===== src/rtl/lcd_wave_pkg.sv =====
package lcd_wave_pkg;
  localparam int COM_MAX = 4;
  localparam int SLOT_W  = 2;

  typedef enum logic [1:0] {
    LVL_GND   = 2'd0,
    LVL_LOW   = 2'd1,
    LVL_HIGH  = 2'd2,
    LVL_FULL  = 2'd3
  } level_e;

  typedef struct packed {
    logic              run;
    logic              pol;
    logic [SLOT_W-1:0] slot;
    logic              latch;
    logic              irqSet;
  } ctrl_t;
endpackage


===== src/rtl/lcd_wave_ctrl.sv =====
module lcd_wave_ctrl
  import lcd_wave_pkg::*;
#(
  parameter int PHASE_TICKS = 4
) (
  input  logic        clk,
  input  logic        rst_n,
  input  logic        enable,
  input  logic        tick,
  input  logic        lowPower,
  input  logic [1:0]  dutySel,
  output ctrl_t       ctrl
);
  localparam int TW = (PHASE_TICKS > 1) ? $clog2(PHASE_TICKS) : 1;
  localparam logic [TW-1:0] LAST_TICK = TW'(PHASE_TICKS - 1);

  logic [TW-1:0]     tickCnt;
  logic              phase;
  logic [SLOT_W-1:0] slot;
  logic              frameOdd;
  logic              lpActive;

  logic phaseEnd, slotEnd, frameEnd, pairDone;

  assign phaseEnd = enable && tick && (tickCnt == LAST_TICK);
  assign slotEnd  = phaseEnd && phase;
  assign frameEnd = slotEnd && (slot >= dutySel);
  assign pairDone = frameEnd && (!lpActive || frameOdd);

  always_ff @(posedge clk) begin
    if (!rst_n) begin
      tickCnt  <= '0;
      phase    <= 1'b0;
      slot     <= '0;
      frameOdd <= 1'b0;
      lpActive <= 1'b0;
    end else if (!enable) begin
      tickCnt  <= '0;
      phase    <= 1'b0;
      slot     <= '0;
      frameOdd <= 1'b0;
      lpActive <= lowPower;
    end else if (tick) begin
      tickCnt <= phaseEnd ? '0 : tickCnt + 1'b1;
      if (phaseEnd) phase <= ~phase;
      if (frameEnd) begin
        slot <= '0;
        if (pairDone) begin
          frameOdd <= 1'b0;
          lpActive <= lowPower;
        end else begin
          frameOdd <= 1'b1;
        end
      end else if (slotEnd) begin
        slot <= slot + 1'b1;
      end
    end
  end

  always_comb begin
    ctrl.run    = enable;
    ctrl.pol    = lpActive ? frameOdd : phase;
    ctrl.slot   = slot;
    ctrl.latch  = !enable || pairDone;
    ctrl.irqSet = pairDone;
  end
endmodule


===== src/rtl/lcd_wave_dp.sv =====
module lcd_wave_dp
  import lcd_wave_pkg::*;
#(
  parameter int NUM_SEG = 8
) (
  input  logic                        clk,
  input  logic                        rst_n,
  input  ctrl_t                       ctrl,
  input  logic [1:0]                  dutySel,
  input  logic [COM_MAX*NUM_SEG-1:0]  segData,
  input  logic                        irqClear,
  output logic [2*COM_MAX-1:0]        comLevel,
  output logic [2*NUM_SEG-1:0]        segLevel,
  output logic                        frameIrq
);
  logic [COM_MAX*NUM_SEG-1:0] shownData;
  logic [NUM_SEG-1:0]         rowBits;

  always_ff @(posedge clk) begin
    if (!rst_n) begin
      shownData <= '0;
      frameIrq  <= 1'b0;
    end else begin
      if (ctrl.latch) shownData <= segData;
      if (ctrl.irqSet)     frameIrq <= 1'b1;
      else if (irqClear)   frameIrq <= 1'b0;
    end
  end

  assign rowBits = shownData[ctrl.slot*NUM_SEG +: NUM_SEG];

  for (genvar c = 0; c < COM_MAX; c++) begin : g_com
    always_comb begin
      if (!ctrl.run || (c > int'(dutySel)))
        comLevel[2*c +: 2] = LVL_GND;
      else if (c == int'(ctrl.slot))
        comLevel[2*c +: 2] = ctrl.pol ? LVL_GND : LVL_FULL;
      else
        comLevel[2*c +: 2] = ctrl.pol ? LVL_HIGH : LVL_LOW;
    end
  end

  for (genvar s = 0; s < NUM_SEG; s++) begin : g_seg
    always_comb begin
      if (!ctrl.run)
        segLevel[2*s +: 2] = LVL_GND;
      else if (rowBits[s])
        segLevel[2*s +: 2] = ctrl.pol ? LVL_FULL : LVL_GND;
      else
        segLevel[2*s +: 2] = ctrl.pol ? LVL_LOW : LVL_HIGH;
    end
  end
endmodule


===== src/rtl/lcd_wave_gen.sv =====
module lcd_wave_gen
  import lcd_wave_pkg::*;
#(
  parameter int NUM_SEG     = 8,
  parameter int PHASE_TICKS = 4
) (
  input  logic                    clk,
  input  logic                    rst_n,
  input  logic                    enable,
  input  logic                    tick,
  input  logic                    lowPower,
  input  logic [1:0]              dutySel,
  input  logic [4*NUM_SEG-1:0]    segData,
  input  logic                    irqClear,
  output logic [7:0]              comLevel,
  output logic [2*NUM_SEG-1:0]    segLevel,
  output logic                    frameIrq
);
  ctrl_t ctrl;

  lcd_wave_ctrl #(.PHASE_TICKS(PHASE_TICKS)) u_ctrl (
    .clk      (clk),
    .rst_n    (rst_n),
    .enable   (enable),
    .tick     (tick),
    .lowPower (lowPower),
    .dutySel  (dutySel),
    .ctrl     (ctrl)
  );

  lcd_wave_dp #(.NUM_SEG(NUM_SEG)) u_dp (
    .clk      (clk),
    .rst_n    (rst_n),
    .ctrl     (ctrl),
    .dutySel  (dutySel),
    .segData  (segData),
    .irqClear (irqClear),
    .comLevel (comLevel),
    .segLevel (segLevel),
    .frameIrq (frameIrq)
  );
endmodule


===== config.mk =====
export PLATFORM = sky130hd
export DESIGN_NAME = lcd_wave_gen
export DESIGN_NICKNAME = d
export VERILOG_FILES = /design/src/rtl/lcd_wave_pkg.sv /design/src/rtl/lcd_wave_ctrl.sv /design/src/rtl/lcd_wave_dp.sv /design/src/rtl/lcd_wave_gen.sv
export SDC_FILE = /design/constraint.sdc
export NUM_CORES = 1
export LEC_CHECK = 0
export BUFFER_PORTS_ARGS = -buffer_cell sky130_fd_sc_hd__clkbuf_2
export CAP_MARGIN = 20
export CORE_MARGIN = 5
export CORE_UTILIZATION = 27
export DETAILED_ROUTE_END_ITERATION = 16
export SYNTH_ARGS = -nofsm -noshare
export SYNTH_HDL_FRONTEND = slang
export SYNTH_SLANG_ARGS = --single-unit

===== constraint.sdc =====
create_clock -name clk -period 3.1 [get_ports clk]
set_input_delay 0.62 -clock clk [delete_from_list [all_inputs] [get_ports clk]]
set_output_delay 0.62 -clock clk [all_outputs]
set_load 0.02 [all_outputs]

==> impl_metrics.ini <==
[worst_setup_path]
timing.rr.end = u_dp.shownData[26]$_SDFFE_PN0P_
r2r-start = u_ctrl.slot[0]$_SDFFE_PN0P_
crit_arrival_ns = 1.93
rr_worst_depth = 8
r2r_slack_ns = 0.91
crit_path_start_kind = flip-flop
critPathMaxFanout = 12
crit_chain = mux2i_2 > buf_4 > xnor2_1 > and3_1 > clkbuf_2
cp.required_ns = 2.48
endpoint = comLevel[5]
critPathKind = flip-flop to output pin
critPathCaptureType = output pin
cp_slowest_cell = mux2i_2
critical_path.startpoint = u_ctrl.lpActive$_SDFFE_PN0P_
slowest_delay_ns = 0.47

[outcome]
status = finished, final reports clean

[place]
io_buffers = 64
dpl_cell_area_mm2 = 0.00257
place_hpwl_um = 3860
place_congestion = 0.760

[route]
drtIter0Drc = 46
drtAntennaViolNets = 0
routed_wl_um = 5080
wl_per_cell_um = 12.7
remaining_drc_errors = 0
firstDrtPassIters = 4
via_count = 1725
via_per_inst = 4.30

[yosys]
syn-instance-count = 242
ys.warnings.count = 0
synth_seq_area_share_pct = 35.8
ys_types = 28
synth_seq_cells = 40
synth-async-reset-ratio_pct = 0
synth-edff-count = 0
syn_area_mm2 = 0.00224
syn_area_per_cell_um2 = 9.25
ys.flop_type = dfxtp_1
synth_fp_nets = 289

[floorplan]
die_w_um = 101
rows = 33
ioPinCount = 65
start_util_pct = 27.5
die_y_um = 101
die-area_mm2 = 0.0102
core-area_mm2 = 0.00813

[timing]
clock_skew_ns = 0.00239
period_share_pct = 82.2
rsz0062_at_grt = no
worstMarginPinSlew_ns = 0.623
hold_viol = 0
finalSetupViolCount = 0
slew_viol_final = 0
period_minus_slack_ns = 2.55
max_freq_mhz = 392
final.setup.tns_ns = 0
relSlewSlack_pct = 58.4

[clock_network]
cts_setup_buffers = 0
cts_buffers = 5
clk_pin_slew_ns = 0.08
htree_levels = 2
clk_latency_ns = 0.29
clockBufferDepth = 2
ctsHoldBuffers = 0
cts_tree = built
clkSinkCount = 40
cts_resized = 0
cts-root-buf = clkbuf_8

[final_layout]
synthToLayoutAreaGrowth_pct = 19.0
fin_nets = 342
drive_gt1_share_pct = 30.4
diodes = 0
fin_area_mm2 = 0.00267
num-fill-cells = 866

[power]
p_leak_uw = 0.00122
irDropWorstVdd_uv = 139
power_density_mw_per_mm2 = 400

[global_route]
grt_pass1_vias = 1818
grt_max_degree = 41
grt_overflow = 0
grt_usage_pct = 10.4
antenna_found_initial = 0
grt_pass1_wl_um = 8510

[worst_hold_path]
hp-class = flip-flop to flip-flop

[flow_run]
drv_cap = 0
## worst max-delay path: cells and delay by family, from the launching register on
kind / cells / cell delay, ns
XOR/XNOR: 1 / 0.13
buffers and inverters: 2 / 0.48
flip-flops: 1 / 0.38
multiplexers: 1 / 0.47
AND/OR/NAND/NOR: 1 / 0.17
## Yosys cell counts (4+ instances only)
| library cell | number | area share [%] |
|---|---|---|
| nand2_1 | 71 | 12 |
| dfxtp_1 | 40 | 36 |
| mux2i_1 | 34 | 15 |
| and2_1 | 11 | 3.1 |
| xor2_1 | 11 | 4.3 |
| buf_4 | 9 | 3.0 |
| clkbuf_1 | 9 | 1.5 |
| mux4_2 | 8 | 8.0 |
| nor2_1 | 8 | 1.3 |
| ha_1 | 7 | 3.9 |
| inv_1 | 6 | 1.0 |
| a21oi_1 | 4 | 0.89 |
## state kept, by name (all words and copies together) (netlist names)
| signal | count |
|---|---|
| u_ctrl.frameOdd | 1 |
| u_ctrl.lpActive | 1 |
| u_ctrl.phase | 1 |
| u_ctrl.slot | 2 |
| u_ctrl.tickCnt | 2 |
| u_dp.frameIrq | 1 |
| u_dp.shownData | 32 |
## through the flow
step	util (%)	setup slack (ns)	std cells	hold WS [ns]	power, uW
2_1_floorplan	-	0.865	242	0.432	674
3_3_place_gp	31.6	0.839	393	0.443	723
3_5_place_dp	31.6	0.794	393	0.447	727
4_1_cts	32.8	0.499	401	0.461	1080
5_1_grt	32.8	0.398	401	0.483	1120
6_report	32.8	0.550	401	0.457	1070
## layer usage
layer	vias to the layer above	wire [um]	GRT usage [%]
li1	893	-	-
met1	788	2220	12.3
met2	40	2470	18.0
met3	4	321	2.77
met4	0	71	3.68
met5	-	0	0
## cell families after synthesis
family | after synthesis | synth area share (%)
compound gates | 9 | 3.41
buf+inv | 29 | 7.99
mux | 43 | 23.9
fa+ha+maj | 7 | 3.91
xor+xnor | 13 | 5.08
simple gates | 101 | 20.0
flops | 40 | 35.8
## worst min-delay path by stage
stage                                    startpoint                               to  slack, ns  depth (start not counted)
finish              u_dp.shownData[19]$_SDFFE_PN0P_  u_dp.shownData[19]$_SDFFE_PN0P_       0.46                          2
global route         u_dp.shownData[2]$_SDFFE_PN0P_   u_dp.shownData[2]$_SDFFE_PN0P_       0.48                          2
CTS                 u_dp.shownData[19]$_SDFFE_PN0P_  u_dp.shownData[19]$_SDFFE_PN0P_       0.46                          2
detailed placement  u_dp.shownData[28]$_SDFFE_PN0P_  u_dp.shownData[28]$_SDFFE_PN0P_       0.45                          2
global placement    u_dp.shownData[12]$_SDFFE_PN0P_  u_dp.shownData[12]$_SDFFE_PN0P_       0.44                          2
floorplan           u_dp.shownData[16]$_SDFFE_PN0P_  u_dp.shownData[16]$_SDFFE_PN0P_       0.43                          2
## power by group
group | internal [uW] | total [uW] | leakage (uW) | switching (uW)
combinational | 72.1 | 156 | 0.000842 | 84.1
clock | 178 | 355 | 0.0000510 | 177
sequential | 541 | 555 | 0.000329 | 14.2
total | 791 | 1070 | 0.00122 | 275
## layout make-up
cell class / instances / area [um^2] / area share (%)
inverters: 6 / 22.5 / 0.845
well taps: 105 / 131 / 4.93
flip-flops and latches: 40 / 801 / 30.0
clock buffers: 6 / 82.6 / 3.10
repair buffers: 69 / 358 / 13.4
clock inverters: 2 / 10.0 / 0.376
multi-input cells: 173 / 1260 / 47.3
## placed cells by master (no fill, tap or decap), drive strengths merged
master  instances
nand2          71
clkbuf         70
dfxtp          40
mux2i          35
and2           11
xor2           11
nor2            8
mux4            8
ha              7
inv             6
buf             5
a21oi           5
nand3           3
and3            2
o21ai           2
xnor2           2
clkinv          2
nor2b           2
nand2b          1
nand4           1
o31ai           1
o32ai           1
nand3b          1
nor3            1
Power figures use the tool's default switching activity.
